<file path="config.mk">
export PLATFORM = sky130hd
export DESIGN_NAME = adc_capture_host
export DESIGN_NICKNAME = d
export VERILOG_FILES = /design/src/rtl/adc_host_pkg.sv /design/src/rtl/adc_host_clkgen.sv /design/src/rtl/adc_host_seq.sv /design/src/rtl/adc_host_capture.sv /design/src/rtl/adc_capture_host.sv
export SDC_FILE = /design/constraint.sdc
export NUM_CORES = 1
export LEC_CHECK = 0
export BUFFER_PORTS_ARGS = -buffer_cell sky130_fd_sc_hd__buf_2
export CAP_MARGIN = 40
export CORE_MARGIN = 1
export CORE_UTILIZATION = 60
export DETAILED_ROUTE_END_ITERATION = 12
export PLACE_DENSITY_LB_ADDON = 0.12
export SLEW_MARGIN = 20
export SYNTH_ARGS = -nofsm -noshare
export SYNTH_HDL_FRONTEND = slang
export SYNTH_HIERARCHICAL = 1
export SYNTH_SLANG_ARGS = --single-unit
</file>
<file path="constraint.sdc">
create_clock -name clk -period 5.1 [get_ports clk]
set_input_delay 0 -clock clk [delete_from_list [all_inputs] [get_ports clk]]
set_output_delay 0 -clock clk [all_outputs]
set_load 0.05 [all_outputs]
</file>
<file path="src/rtl/adc_host_pkg.sv">
package adc_host_pkg;

   typedef enum logic [1:0] {
      MODE_SINGLE = 2'd0,
      MODE_SYNC   = 2'd1,
      MODE_FREE   = 2'd2
   } run_mode_e;

   typedef enum logic [1:0] {
      ST_IDLE = 2'd0,
      ST_LEAD = 2'd1,
      ST_RUN  = 2'd2
   } seq_state_e;

   function automatic run_mode_e decode_mode(input logic [1:0] code);
      case (code)
         2'd1:    return MODE_SYNC;
         2'd2:    return MODE_FREE;
         default: return MODE_SINGLE;
      endcase
   endfunction

endpackage

</file>
<file path="src/rtl/adc_host_clkgen.sv">
module adc_host_clkgen #(
   parameter int DIV = 4
) (
   input  logic clk,
   input  logic rst_n,
   input  logic en_i,
   output logic sclk_o,
   output logic wrap_o,
   output logic fall_next_o,
   output logic fall_o
);
   localparam int HI   = DIV - DIV / 2;
   localparam int PH_W = (DIV > 2) ? $clog2(DIV) : 1;

   logic            active_q;
   logic [PH_W-1:0] ph_q;
   logic [PH_W-1:0] ph_n;
   logic            sclk_q;
   logic            fall_q;

   generate
      if (DIV == 2) begin : g_toggle
         always_comb ph_n = active_q ? ~ph_q : '0;
      end else begin : g_count
         always_comb begin
            if (!active_q || ph_q == PH_W'(DIV - 1)) ph_n = '0;
            else                                    ph_n = ph_q + PH_W'(1);
         end
      end
   endgenerate

   always_comb begin
      wrap_o      = active_q && (ph_q == PH_W'(DIV - 1));
      fall_next_o = active_q && (ph_q == PH_W'(HI - 1));
   end

   always_ff @(posedge clk or negedge rst_n) begin
      if (!rst_n) begin
         active_q <= 1'b0;
         ph_q     <= '0;
         sclk_q   <= 1'b0;
         fall_q   <= 1'b0;
      end else begin
         active_q <= en_i;
         ph_q     <= en_i ? ph_n : '0;
         sclk_q   <= en_i && (ph_n < PH_W'(HI));
         fall_q   <= en_i && fall_next_o;
      end
   end

   assign sclk_o = sclk_q;
   assign fall_o = fall_q;

   // the cycle flagged as the first low cycle really is low
   p_fall_low_r2: assert property (@(posedge clk) disable iff (!rst_n)
      fall_o |-> !sclk_o);
   // the converter clock never rises while the divider is stopped
   p_idle_low_r2: assert property (@(posedge clk) disable iff (!rst_n)
      (!active_q && !en_i) |=> !sclk_o);
endmodule

</file>
<file path="src/rtl/adc_host_seq.sv">
module adc_host_seq
   import adc_host_pkg::*;
#(
   parameter int DIV           = 4,
   parameter int DATA_W        = 10,
   parameter int FRAME_CLKS    = 14,
   parameter int FIRST_BIT_CLK = 4
) (
   input  logic       clk,
   input  logic       rst_n,
   input  logic [1:0] mode_i,
   input  logic       go_i,
   input  logic       sclk_i,
   input  logic       wrap_i,
   input  logic       fall_next_i,
   input  logic       fall_i,
   output logic       en_o,
   output logic       start_n_o,
   output logic       bit_fall_o,
   output logic       last_bit_o
);
   localparam int LO       = DIV / 2;
   localparam int CNT_W    = $clog2(FRAME_CLKS + 1);
   localparam int LAST_CLK = FIRST_BIT_CLK + DATA_W - 1;

   seq_state_e       st_q;
   run_mode_e        mode_q;
   logic [CNT_W-1:0] cnum_q;
   logic             scn_q;
   logic             bit_fall_q;
   logic             last_q;
   logic             frame_end;
   logic             in_bits;
   logic             drop_evt;

   // Re-lower the strobe one cycle after the clock 14 fall when the low phase allows it
   generate
      if (LO >= 2) begin : g_late_drop
         assign drop_evt = fall_i;
      end else begin : g_early_drop
         assign drop_evt = fall_next_i;
      end
   endgenerate

   always_comb begin
      frame_end = (st_q == ST_RUN) && wrap_i && (cnum_q == CNT_W'(FRAME_CLKS));
      en_o      = (st_q == ST_LEAD) || ((st_q == ST_RUN) && !(frame_end && scn_q));
      in_bits   = (cnum_q >= CNT_W'(FIRST_BIT_CLK)) && (cnum_q <= CNT_W'(LAST_CLK));
   end

   always_ff @(posedge clk or negedge rst_n) begin
      if (!rst_n) begin
         st_q       <= ST_IDLE;
         mode_q     <= MODE_SINGLE;
         cnum_q     <= '0;
         scn_q      <= 1'b1;
         bit_fall_q <= 1'b0;
         last_q     <= 1'b0;
      end else begin
         bit_fall_q <= (st_q == ST_RUN) && fall_next_i && in_bits;
         last_q     <= (cnum_q == CNT_W'(LAST_CLK));
         case (st_q)
            ST_IDLE: begin
               if (go_i) begin
                  scn_q  <= 1'b0;
                  mode_q <= decode_mode(mode_i);
                  st_q   <= ST_LEAD;
               end
            end
            ST_LEAD: begin
               st_q   <= ST_RUN;
               cnum_q <= CNT_W'(1);
            end
            ST_RUN: begin
               if (wrap_i) begin
                  if (cnum_q == CNT_W'(FRAME_CLKS)) begin
                     if (scn_q) st_q   <= ST_IDLE;
                     else       cnum_q <= CNT_W'(1);
                  end else begin
                     cnum_q <= cnum_q + CNT_W'(1);
                  end
                  if (cnum_q == CNT_W'(1))
                     scn_q <= (mode_q != MODE_FREE) || !go_i;
               end
               if (drop_evt && (cnum_q == CNT_W'(FRAME_CLKS)) &&
                   (mode_q == MODE_SYNC) && go_i)
                  scn_q <= 1'b0;
            end
            default: st_q <= ST_IDLE;
         endcase
      end
   end

   assign start_n_o  = scn_q;
   assign bit_fall_o = bit_fall_q;
   assign last_bit_o = last_q;

   // during clock 1 of any frame the strobe is low
   p_start_strobe_r3: assert property (@(posedge clk) disable iff (!rst_n)
      ((st_q == ST_RUN) && (cnum_q == CNT_W'(1)) && sclk_i) |-> !scn_q);
   // single-shot strobe is already high at the clock 14 fall
   p_single_release_r6: assert property (@(posedge clk) disable iff (!rst_n)
      (fall_i && (st_q == ST_RUN) && (cnum_q == CNT_W'(FRAME_CLKS)) &&
       (mode_q == MODE_SINGLE)) |-> scn_q);
   // a chained frame rises on the very next system clock
   p_chain_no_gap_r7: assert property (@(posedge clk) disable iff (!rst_n)
      (frame_end && !scn_q) |=> sclk_i);
   // in free-run the strobe moves only on entry to clock 2
   p_free_hold_r8: assert property (@(posedge clk) disable iff (!rst_n)
      ((st_q == ST_RUN) && $past(st_q == ST_RUN) && (mode_q == MODE_FREE) &&
       (cnum_q != CNT_W'(2))) |-> $stable(scn_q));
endmodule

</file>
<file path="src/rtl/adc_host_capture.sv">
module adc_host_capture #(
   parameter int DATA_W = 10,
   parameter int CAP_W  = 4,
   parameter int LO     = 2
) (
   input  logic              clk,
   input  logic              rst_n,
   input  logic              bit_fall_i,
   input  logic              last_i,
   input  logic [CAP_W-1:0]  cap_dly_i,
   input  logic              sdata_i,
   input  logic              sclk_i,
   input  logic              res_ready_i,
   output logic              res_valid_o,
   output logic [DATA_W-1:0] res_data_o
);
   localparam int MAXD = LO - 1;

   logic [CAP_W-1:0]  dly_eff;
   logic [CAP_W-1:0]  cnt_q;
   logic              pend_q;
   logic              last_pend_q;
   logic [DATA_W-1:0] sh_q;
   logic              valid_q;
   logic [DATA_W-1:0] data_q;
   logic              smp;
   logic              smp_last;
   logic              done;
   logic [DATA_W-1:0] word;

   always_comb begin
      dly_eff  = (32'(cap_dly_i) > MAXD) ? CAP_W'(MAXD) : cap_dly_i;
      smp      = (bit_fall_i && (dly_eff == '0)) || (pend_q && (cnt_q == '0));
      smp_last = bit_fall_i ? last_i : last_pend_q;
      done     = smp && smp_last;
      word     = {sh_q[DATA_W-2:0], sdata_i};
   end

   always_ff @(posedge clk or negedge rst_n) begin
      if (!rst_n) begin
         pend_q      <= 1'b0;
         cnt_q       <= '0;
         last_pend_q <= 1'b0;
         sh_q        <= '0;
      end else begin
         if (bit_fall_i) begin
            pend_q      <= (dly_eff != '0);
            cnt_q       <= dly_eff - CAP_W'(1);
            last_pend_q <= last_i;
         end else if (pend_q) begin
            if (cnt_q == '0) pend_q <= 1'b0;
            else             cnt_q  <= cnt_q - CAP_W'(1);
         end
         if (smp) sh_q <= word;
      end
   end

   always_ff @(posedge clk or negedge rst_n) begin
      if (!rst_n) begin
         valid_q <= 1'b0;
         data_q  <= '0;
      end else begin
         if (valid_q && res_ready_i) valid_q <= 1'b0;
         if (done && (!valid_q || res_ready_i)) begin
            valid_q <= 1'b1;
            data_q  <= word;
         end
      end
   end

   assign res_valid_o = valid_q;
   assign res_data_o  = data_q;

   // every sample falls inside the converter-clock low phase
   p_sample_low_r5: assert property (@(posedge clk) disable iff (!rst_n)
      smp |-> !sclk_i);
   // an unaccepted result stays put
   p_hold_result_r9: assert property (@(posedge clk) disable iff (!rst_n)
      (res_valid_o && !res_ready_i) |=> (res_valid_o && $stable(res_data_o)));
endmodule

</file>
<file path="src/rtl/adc_capture_host.sv">
module adc_capture_host #(
   parameter int DIV           = 4,
   parameter int DATA_W        = 10,
   parameter int FRAME_CLKS    = 14,
   parameter int FIRST_BIT_CLK = 4,
   parameter int CAP_W         = 4
) (
   input  logic              clk,
   input  logic              rst_n,
   input  logic [1:0]        mode_i,
   input  logic              go_i,
   input  logic [CAP_W-1:0]  cap_dly_i,
   output logic              adc_sclk_o,
   output logic              adc_start_n_o,
   input  logic              adc_sdata_i,
   output logic              res_valid_o,
   output logic [DATA_W-1:0] res_data_o,
   input  logic              res_ready_i
);
   localparam int LO = DIV / 2;

   generate
      if (DIV < 2) begin : g_bad_div
         $error("DIV must be at least 2");
      end
      if (DATA_W < 2) begin : g_bad_width
         $error("DATA_W must be at least 2");
      end
      if (FIRST_BIT_CLK + DATA_W > FRAME_CLKS) begin : g_bad_frame
         $error("last bit must fall before the final frame clock");
      end
      if (CAP_W < 1) begin : g_bad_cap
         $error("CAP_W must be at least 1");
      end
   endgenerate

   logic en, wrap, fall_next, fall, bit_fall, last_bit;

   adc_host_clkgen #(.DIV(DIV)) i_clkgen (
      .clk         (clk),
      .rst_n       (rst_n),
      .en_i        (en),
      .sclk_o      (adc_sclk_o),
      .wrap_o      (wrap),
      .fall_next_o (fall_next),
      .fall_o      (fall)
   );

   adc_host_seq #(
      .DIV           (DIV),
      .DATA_W        (DATA_W),
      .FRAME_CLKS    (FRAME_CLKS),
      .FIRST_BIT_CLK (FIRST_BIT_CLK)
   ) i_seq (
      .clk         (clk),
      .rst_n       (rst_n),
      .mode_i      (mode_i),
      .go_i        (go_i),
      .sclk_i      (adc_sclk_o),
      .wrap_i      (wrap),
      .fall_next_i (fall_next),
      .fall_i      (fall),
      .en_o        (en),
      .start_n_o   (adc_start_n_o),
      .bit_fall_o  (bit_fall),
      .last_bit_o  (last_bit)
   );

   adc_host_capture #(
      .DATA_W (DATA_W),
      .CAP_W  (CAP_W),
      .LO     (LO)
   ) i_capture (
      .clk         (clk),
      .rst_n       (rst_n),
      .bit_fall_i  (bit_fall),
      .last_i      (last_bit),
      .cap_dly_i   (cap_dly_i),
      .sdata_i     (adc_sdata_i),
      .sclk_i      (adc_sclk_o),
      .res_ready_i (res_ready_i),
      .res_valid_o (res_valid_o),
      .res_data_o  (res_data_o)
   );
endmodule

</file>
==> impl_metrics.env, run 1 <==
export IMPL_root_buffer="clkbuf_4"
export IMPL_outcome="completed"
export IMPL_yosysWarnings=6
export IMPL_antenna_found_initial=0
export IMPL_crit_chain="dlygate4sd3_1, buf_2, nor4_1, dlygate4sd3_1, nand2_1, o21ai_0, ha_1, nand2b_1, xnor2_1"
export IMPL_synth_area_leaders="dfrtp_1 51%, mux2_2 12%, ha_1 4.4%, nand2_1 2.4%, o21ai_0 1.7%"
export IMPL_cp_num_buf_inv=3
export IMPL_tns_ns=0
export IMPL_die_y_um=59.8
export IMPL_start_util=0.646
export IMPL_final_antenna_net_count=0
export IMPL_clk_pin_slew_ns=0.11
export IMPL_synth_fp_nets=174
export IMPL_dp_hpwl_um=2380
export IMPL_tightest_slew_ns=0.747
export IMPL_num_rows=20
export IMPL_place_area_sq_um=2150
export IMPL_final_max_slew_viol_count=0
export IMPL_synth_seq_cells=42
export IMPL_ys_flop_type="dfrtp_1"
export IMPL_grt_ovfl_total=0
export IMPL_yosys_top_cells_count="41 x dfrtp_1, 22 x mux2_2, 13 x nand2_1"
export IMPL_cts_hold_buffers_added=8
export IMPL_synth_most_common_cell="dfrtp_1"
export IMPL_slowest_stage="dlygate4sd3_1"
export IMPL_cp_start_kind="primary input"
export IMPL_power_leakage_uw=0.00118
export IMPL_top_layer="met4"
export IMPL_fin_util=0.745
export IMPL_synth_seq_area_share=0.525
export IMPL_cellPowerDensity_nw_per_um2=405
export IMPL_ioPinCount=24
export IMPL_wl_met2_um=1730
export IMPL_initialDrtViolationCount=35
export IMPL_drc=0
export IMPL_synth_top_area_frac=0.512
export IMPL_grt_setup_unrepaired="no"
export IMPL_die_w_um=59.8
export IMPL_cp_max_fo=3
export IMPL_die_area_sq_um=3570
export IMPL_yosysTopAreaCell="dfrtp_1"
export IMPL_fin_worst_skew_ns=0.00549
export IMPL_avgSynthCellArea_sq_um=12.8
export IMPL_crit_family="buffers and inverters"
export IMPL_path_class="in2reg"
export IMPL_layout_setup_ws_ns=2.86
export IMPL_ir_worst_vdd_uv=334
export IMPL_cts_tree="yes"
export IMPL_synthCells=156
export IMPL_arrival_ns=2.50
export IMPL_cts_sinks=42
export IMPL_grt_pass1_wl_um=5600
export IMPL_met3_length_um=102
export IMPL_cp_slowest_stage_delay_ns=0.65
export IMPL_cts_buffers=5
export IMPL_syn2layout_area_growth_pct=15.4
export IMPL_viasPerCell=5.42
export IMPL_preCtsSetupSlack_ns=3.12
export IMPL_cpMostUsedCell="dlygate4sd3_1"
export IMPL_vias=1263
export IMPL_synth_area_sq_um=2000
export IMPL_drt_pass1_iterations=4
export IMPL_hold_path_class="in2reg"
export IMPL_endpoint_kind="register"
export IMPL_cp_required_ns=5.36
export IMPL_maxCapViolCount=0
export IMPL_routed_wirelength_um=3250
export IMPL_slew_headroom=0.497
export IMPL_synth_edff_count=0
export IMPL_grt_usage=0.218
export IMPL_nets=207
export IMPL_post_route_period_util=0.439
export IMPL_clock_latency_ns=0.33
export IMPL_clock_path_buffers=2
export IMPL_core_sq_um=3100
export IMPL_portBuffers=23
export IMPL_first_global_vias=1299
export IMPL_wl_per_cell_um=13.9
export IMPL_n_antenna_cell=0
export IMPL_final_layout_size_suffix_gt1_frac=0.354
export IMPL_wl_met1_um=1380
export IMPL_yosysUniqueCellTypes=44
export IMPL_finalSetupViolCount=0
export IMPL_synthArstFlopShare=1.00
export IMPL_achievable_frequency_ghz=0.447
export IMPL_cts_repair_resized=0
export IMPL_fin_crit_ns=2.24
export IMPL_post_cts_buffers=0
export IMPL_design_area_sq_um=2310
export IMPL_grt_start_max_net_pins=27
export IMPL_htree_levels=2
export IMPL_gp_congestion=0.785
export IMPL_hold_viol_final=0
path summary, 6_finish.rpt:
| path | cells after the start | to | from | slack (ns) |
|---|---|---|---|---|
| setup reg to reg | 4 | i_capture/res_data_o[6] | i_capture/cnt_q[1] | 3.12 |
| hold reg to reg | 1 | i_clkgen/ph_q[0] | i_clkgen/ph_q[0] | 0.47 |
| min in group asynchronous | 2 | i_capture/cnt_q[1] | rst_n | 0.13 |
| setup / recovery | 9 | i_capture/cnt_q[2] | cap_dly_i[1] | 2.86 |
| max in group asynchronous | 3 | i_capture/res_data_o[6] | rst_n | 4.51 |
| hold / removal | 3 | i_capture/pend_q | cap_dly_i[2] | 0.02 |
report_power, final:
| part | switching [uW] | leakage [uW] | internal [uW] | total, uW |
|---|---|---|---|---|
| registers | 55.4 | 0.000564 | 388 | 443 |
| clock network | 97.7 | 0.0000443 | 114 | 212 |
| logic | 154 | 0.000566 | 127 | 282 |
flip-flops by register name, summed over array words and instances (netlist names), 2 cells and up:
| register | flops |
|---|---|
| i_seq/cnum_q | 4 |
| i_seq/st_q | 2 |
| i_capture/res_data_o | 10 |
| i_clkgen/ph_q | 2 |
| i_capture/sh_q | 9 |
| i_capture/cnt_q | 4 |
| i_seq/mode_q | 2 |
metal layers:
layer  vias to the layer above  global-route usage
met5                         -                   0
met4                         0              0.0930
met3                         5              0.0476
met2                        25               0.387
met1                       618               0.252
li1                        615                   -
per-stage QoR:
step | cells | hold WS [ns] | total power, uW
after floorplan | 156 | -0.296 | 669
after global placement | 217 | 0.162 | 711
after detailed placement | 218 | -0.0387 | 729
after CTS | 233 | 0.00286 | 946
after global routing | 233 | 0.0470 | 1010
final | 233 | 0.0200 | 937
placed cells by master (no fill, tap or decap), types with 3 or more instances in the layout:
cell,netlist,routed
mux2_1,3,3
dfrtp_1,41,41
dlygate4sd3_1,0,8
nand2_1,13,13
nand2b_1,5,5
nor2b_1,3,3
mux2_2,22,22
inv_1,9,9
o21ai_0,7,7
ha_1,7,7
clkbuf_4,0,5
buf_2,1,23
cells by family (layout without fill, tap and decap cells):
family | count (synthesis) | in the layout | share of synthesized area
AO/OA/AOI/OAI | 25 | 25 | 0.101
buffers and inverters | 15 | 48 | 0.0418
XOR/XNOR | 1 | 1 | 0.00437
flip-flops | 42 | 42 | 0.525
multiplexers | 26 | 26 | 0.146
adder cells (fa/ha/maj) | 7 | 7 | 0.0437
AND/OR/NAND/NOR | 40 | 40 | 0.139
cell type report:
| cell class | instances | area [sq um] |
|---|---|---|
| clock buffer | 6 | 51.3 |
| clock inverter | 1 | 30.0 |
| fill | 244 | 791 |
| inverter | 9 | 33.8 |
| multi-input combinational | 99 | 867 |
| sequential | 42 | 1050 |
| tap | 44 | 55.1 |
| timing repair buffer | 32 | 223 |
tightest hold or removal path, cell delays in order:
cell and delay [ns]:
buf_2 0.07, nor4_1 0.08, a21oi_1 0.15
(Power assumes the default switching activity.)
==> run 2, diff against run 1 <==
--- a/config.mk
+++ b/config.mk
@@ -8,7 +8,7 @@
 export BUFFER_PORTS_ARGS = -buffer_cell sky130_fd_sc_hd__buf_2
 export CAP_MARGIN = 40
 export CORE_MARGIN = 1
-export CORE_UTILIZATION = 60
+export CORE_UTILIZATION = 57
 export DETAILED_ROUTE_END_ITERATION = 12
 export PLACE_DENSITY_LB_ADDON = 0.12
 export SLEW_MARGIN = 20
==> constraint.sdc (replaced) <==
create_clock -name clk -period 2.3 [get_ports clk]
set_input_delay 0 -clock clk [delete_from_list [all_inputs] [get_ports clk]]
set_output_delay 0 -clock clk [all_outputs]
set_load 0.05 [all_outputs]
==> impl_metrics.env, run 2 (same netlist as run 1, synthesis figures left out) <==
export IMPL_finalSetupViolCount=0
export IMPL_antenna_found_initial=0
export IMPL_initialDrtViolationCount=55
export IMPL_portBuffers=23
export IMPL_maxCapViolCount=0
export IMPL_num_fill_cells=282
export IMPL_die_y_um=61.3
export IMPL_core_sq_um=3360
export IMPL_hold_path_class="in2reg"
export IMPL_ioPinCount=24
export IMPL_wl_per_cell_um=13.9
export IMPL_final_cell_mix="41 x dfrtp_1, 23 x buf_2, 22 x mux2_2"
export IMPL_dp_hpwl_um=2410
export IMPL_die_w_um=61.3
export IMPL_viasPerCell=5.36
export IMPL_root_buffer="clkbuf_4"
export IMPL_preCtsSetupSlack_ns=0.341
export IMPL_start_util=0.596
export IMPL_achievable_frequency_ghz=0.502
export IMPL_clock_path_buffers=2
export IMPL_endpoint_kind="register"
export IMPL_die_area_sq_um=3760
export IMPL_path_class="reg2reg"
export IMPL_grt_setup_unrepaired="no"
export IMPL_final_antenna_net_count=0
export IMPL_fin_worst_skew_ns=0.00696
export IMPL_cts_tree="yes"
export IMPL_gr_usage_met3=0.0588
export IMPL_grt_pass1_wl_um=5190
export IMPL_fin_crit_ns=1.99
export IMPL_outcome="completed"
export IMPL_arrival_ns=2.24
export IMPL_hold_viol_final=0
export IMPL_num_rows=21
export IMPL_syn2layout_area_growth_pct=13.4
export IMPL_tightest_slew_ns=0.401
export IMPL_slew_headroom=0.732
export IMPL_cp_start_kind="register"
export IMPL_drc=0
export IMPL_ir_worst_vdd_uv=698
export IMPL_post_route_period_util=0.867
export IMPL_grt_ovfl_total=0
export IMPL_cts_buffers=5
export IMPL_seq_area_sq_um=1050
export IMPL_gp_congestion=0.787
export IMPL_drt_pass1_iterations=4
export IMPL_multiInputGateArea_sq_um=867
export IMPL_final_max_slew_viol_count=0
export IMPL_layout_setup_ws_ns=0.306
export IMPL_clock_latency_ns=0.35
export IMPL_htree_levels=2
export IMPL_cp_max_fo=11
export IMPL_power_leakage_uw=0.00115
export IMPL_cts_repair_resized=0
export IMPL_routed_wirelength_um=3270
export IMPL_grt_usage=0.194
export IMPL_grtUsageMet2=0.340
export IMPL_final_layout_size_suffix_gt1_frac=0.365
export IMPL_clk_pin_slew_ns=0.13
export IMPL_grt_util_met1=0.229
export IMPL_tns_ns=0
export IMPL_layout_commonest_cell="dfrtp_1"
export IMPL_cts_sinks=42
export IMPL_vias=1259
export IMPL_cellPowerDensity_nw_per_um2=869
export IMPL_grt_busiest_layer="met2"
export IMPL_cp_required_ns=2.55
export IMPL_first_global_vias=1233
export IMPL_n_antenna_cell=0
export IMPL_nets=206
export IMPL_grt_start_max_net_pins=35
export IMPL_largest_reg_flops=10
-- run 2: through the flow --
| stage | std cells | instance area (sq um) | util | hold WS, ns | total power, uW |
|---|---|---|---|---|---|
| CTS | 235 | 2270 | 0.676 | 0.0142 | 2000 |
| global placement | 220 | 2130 | 0.634 | 0.160 | 1580 |
| detailed placement | 221 | 2150 | 0.640 | -0.119 | 1630 |
| global route | 235 | 2270 | 0.676 | 0.0386 | 2120 |
| floorplan | 156 | 2000 | - | -0.296 | 1480 |
| finish | 235 | 2270 | 0.676 | 0.0356 | 1970 |
-- run 2: final cells by class --
class	instances	share of cell area
sequential	42	0.463
clock buffer	5	0.0165
multi-input combinational	99	0.382
timing repair buffer	31	0.0892
inverter	9	0.0149
clock inverter	3	0.00936
tap	46	0.0253
-- run 2: routing by layer --
metal	up-vias	part of all wire
met4	0	0.0064
met2	17	0.51
met1	629	0.45
li1	611	-
met3	2	0.033
met5	-	0
-- run 2: report_power, final --
| group | switching, uW | internal (uW) |
|---|---|---|
| registers | 122 | 860 |
| logic | 354 | 281 |
| clock network | 239 | 119 |
| total | 715 | 1260 |
-- run 2: final timing paths --
kind / start / endpoint / slack [ns] / cells after the start
max: i_capture/cnt_q[1] / i_capture/res_data_o[6] / 0.31 / 4
min: go_i / i_seq/mode_q[0] / 0.04 / 3
max reg2reg: i_capture/cnt_q[1] / i_capture/res_data_o[6] / 0.31 / 4
min reg2reg: i_clkgen/ph_q[0] / i_clkgen/ph_q[0] / 0.47 / 1
max in group asynchronous: rst_n / i_seq/start_n_o / 1.75 / 3
min in group asynchronous: rst_n / i_clkgen/ph_q[1] / 0.05 / 2
-- run 2: worst max-delay path, cell delays in order (launching register included) --
cell and delay (ns):
dfrtp_1 0.43, or4b_4 0.57, o2bb2ai_4 0.35, nand3_4 0.22
mux2_2 0.32
-- run 2: timing repair --
| item | in CTS | in global routing |
|---|---|---|
| hold endpoints to repair | 47 | 0 |
| hold buffers | 6 | 0 |
| buffers inserted | 0 | 0 |
==> run 3, diff against run 2 <==
--- a/config.mk
+++ b/config.mk
@@ -14,5 +14,4 @@
 export SLEW_MARGIN = 20
 export SYNTH_ARGS = -nofsm -noshare
 export SYNTH_HDL_FRONTEND = slang
-export SYNTH_HIERARCHICAL = 1
 export SYNTH_SLANG_ARGS = --single-unit
==> impl_metrics.env, run 3 <==
export IMPL_grt_ovfl_total=0
export IMPL_num_rows=20
export IMPL_tns_ns=0
export IMPL_synth_top_area_frac=0.528
export IMPL_drc=0
export IMPL_outcome="completed"
export IMPL_synthArstFlopShare=1.00
export IMPL_achievable_frequency_ghz=0.471
export IMPL_layout_commonest_cell="dfrtp_1"
export IMPL_ir_worst_vdd_uv=427
export IMPL_fin_crit_ns=2.12
export IMPL_endpoint_kind="register"
export IMPL_fin_util=0.729
export IMPL_slew_headroom=0.597
export IMPL_gp_congestion=0.800
export IMPL_syn2layout_area_growth_pct=18.2
export IMPL_cts_tree="yes"
export IMPL_nets=214
export IMPL_power_leakage_uw=0.00113
export IMPL_final_layout_size_suffix_gt1_frac=0.288
export IMPL_final_antenna_net_count=0
export IMPL_wl_per_cell_um=13.9
export IMPL_die_w_um=60.4
export IMPL_cp_start_kind="register"
export IMPL_htree_levels=2
export IMPL_synth_seq_area_share=0.541
export IMPL_post_route_period_util=0.922
export IMPL_clk_pin_slew_ns=0.13
export IMPL_vias=1291
export IMPL_dp_hpwl_um=2480
export IMPL_final_max_slew_viol_count=0
export IMPL_post_cts_buffers=0
export IMPL_placedCellCount=226
export IMPL_yosys_top_cells_count="41 x dfrtp_1, 12 x mux2_2"
export IMPL_clock_latency_ns=0.35
export IMPL_cp_required_ns=2.55
export IMPL_tightest_slew_ns=0.605
export IMPL_fin_worst_skew_ns=0.0115
export IMPL_core_sq_um=3150
export IMPL_viasPerCell=5.33
export IMPL_cts_sinks=42
export IMPL_synthCells=163
export IMPL_synth_area_leaders="dfrtp_1 53%, mux2_4 7.7%, mux2_2 6.9%, ha_1 3.9%, nand2b_1 2.6%"
export IMPL_num_fill_cells=227
export IMPL_hold_path_class="in2reg"
export IMPL_synth_seq_cells=42
export IMPL_synth_most_common_cell="dfrtp_1"
export IMPL_hold_viol_final=0
export IMPL_maxCapViolCount=0
export IMPL_yosysTopAreaCell="dfrtp_1"
export IMPL_cellPowerDensity_nw_per_um2=702
export IMPL_yosysWarnings=0
export IMPL_antenna_found_initial=0
export IMPL_synth_fp_nets=180
export IMPL_clock_path_buffers=2
export IMPL_die_y_um=60.4
export IMPL_hold_ws_ns=0.0330
export IMPL_grt_usage=0.220
export IMPL_arrival_ns=2.37
export IMPL_ioPinCount=24
export IMPL_start_util=0.617
export IMPL_final_cell_mix="41 x dfrtp_1, 23 x buf_2, 12 x mux2_2"
export IMPL_largest_reg_flops=10
export IMPL_seq_area_sq_um=1050
export IMPL_layout_cells_non_filler=242
export IMPL_grt_start_max_net_pins=29
export IMPL_cp_max_fo=10
export IMPL_portBuffers=23
export IMPL_multiInputGateArea_sq_um=825
export IMPL_path_class="reg2reg"
export IMPL_finalSetupViolCount=0
export IMPL_initialDrtViolationCount=66
export IMPL_routed_wirelength_um=3370
export IMPL_drt_pass1_iterations=4
export IMPL_n_antenna_cell=0
export IMPL_avgSynthCellArea_sq_um=11.9
export IMPL_die_area_sq_um=3650
export IMPL_ys_flop_type="dfrtp_1"
export IMPL_grt_pass1_wl_um=5680
export IMPL_root_buffer="clkbuf_4"
export IMPL_cts_buffers=5
export IMPL_synth_area_sq_um=1940
export IMPL_first_global_vias=1286
export IMPL_grt_setup_unrepaired="no"
export IMPL_yosysUniqueCellTypes=36
export IMPL_synth_edff_count=0
export IMPL_cts_repair_resized=0
run 3: changes by cell type after synthesis, moves of 3 or more:
cell and change:
a21oi_1 +3, buf_4 -3, clkbuf_1 +5, mux2_1 -3, mux2_2 -10, mux2_4 +10, nand2_1 -3, nand2b_1 +3
nor2_1 +8, nor3_1 +4
run 3: worst max-delay path, cell delays in order, from the launching register on:
cell	delay (ns)
dfrtp_1	0.43
or4_1	0.55
o32a_1	0.20
or2_1	0.46
mux2_4	0.39
run 3: metrics by stage:
step	total power, uW	cell area (sq um)	worst slack [ns]
floorplan	970	1940	0.413
global placement	1020	2090	0.244
detailed placement	1040	2110	0.178
CTS	1630	2300	0.164
global route	1680	2300	0.0995
finish	1610	2300	0.178
run 3: final cells by class:
class,count,area share
Clock buffer,5,0.0163
Clock inverter,3,0.0299
Inverter,10,0.0163
Multi-Input combinational cell,105,0.359
Sequential cell,42,0.458
Tap cell,44,0.0240
Timing Repair Buffer,33,0.0969
run 3: worst paths after layout:
path                               startpoint                      end  slack, ns  cells after the start
max in group asynchronous               rst_n          i_seq.start_n_o       1.71                      3
max reg2reg                i_capture.cnt_q[0]  i_capture.res_data_o[2]       0.18                      4
min                              cap_dly_i[3]         i_capture.pend_q       0.03                      4
min in group asynchronous               rst_n    i_capture.res_valid_o       0.07                      2
min reg2reg                  i_clkgen.ph_q[0]         i_clkgen.ph_q[0]       0.50                      1
max                        i_capture.cnt_q[0]  i_capture.res_data_o[2]       0.18                      4
run 3: cell families after synthesis:
logic type,Yosys count,synth area share
fa+ha+maj,6,0.0386
mux,24,0.157
buf+inv,16,0.0348
xor+xnor,1,0.00451
flops,42,0.541
compound gates,24,0.0837
simple gates,50,0.140
run 3: repair_timing:
| item | 4_1_cts | 5_1_grt |
|---|---|---|
| setup endpoints to repair | 0 | 0 |
| hold buffers | 8 | 0 |
| endpoints found under the hold margin | 50 | 0 |
run 3: per-layer routing:
| metal | up-vias | share of wire | wire, um | global-route usage |
|---|---|---|---|---|
| met3 | 5 | 0.034 | 113 | 0.0768 |
| met5 | - | 0 | 0 | 0 |
| met4 | 0 | 0.012 | 42 | 0.0698 |
| met2 | 29 | 0.51 | 1730 | 0.375 |
| li1 | 637 | - | - | - |
| met1 | 620 | 0.44 | 1490 | 0.261 |
run 3: power by group:
group	switching, uW	internal, uW	leakage [uW]
registers	64.3	816	0.000530
logic	56.1	97.3	0.000542
clock network	240	340	0.0000554
total	360	1250	0.00113
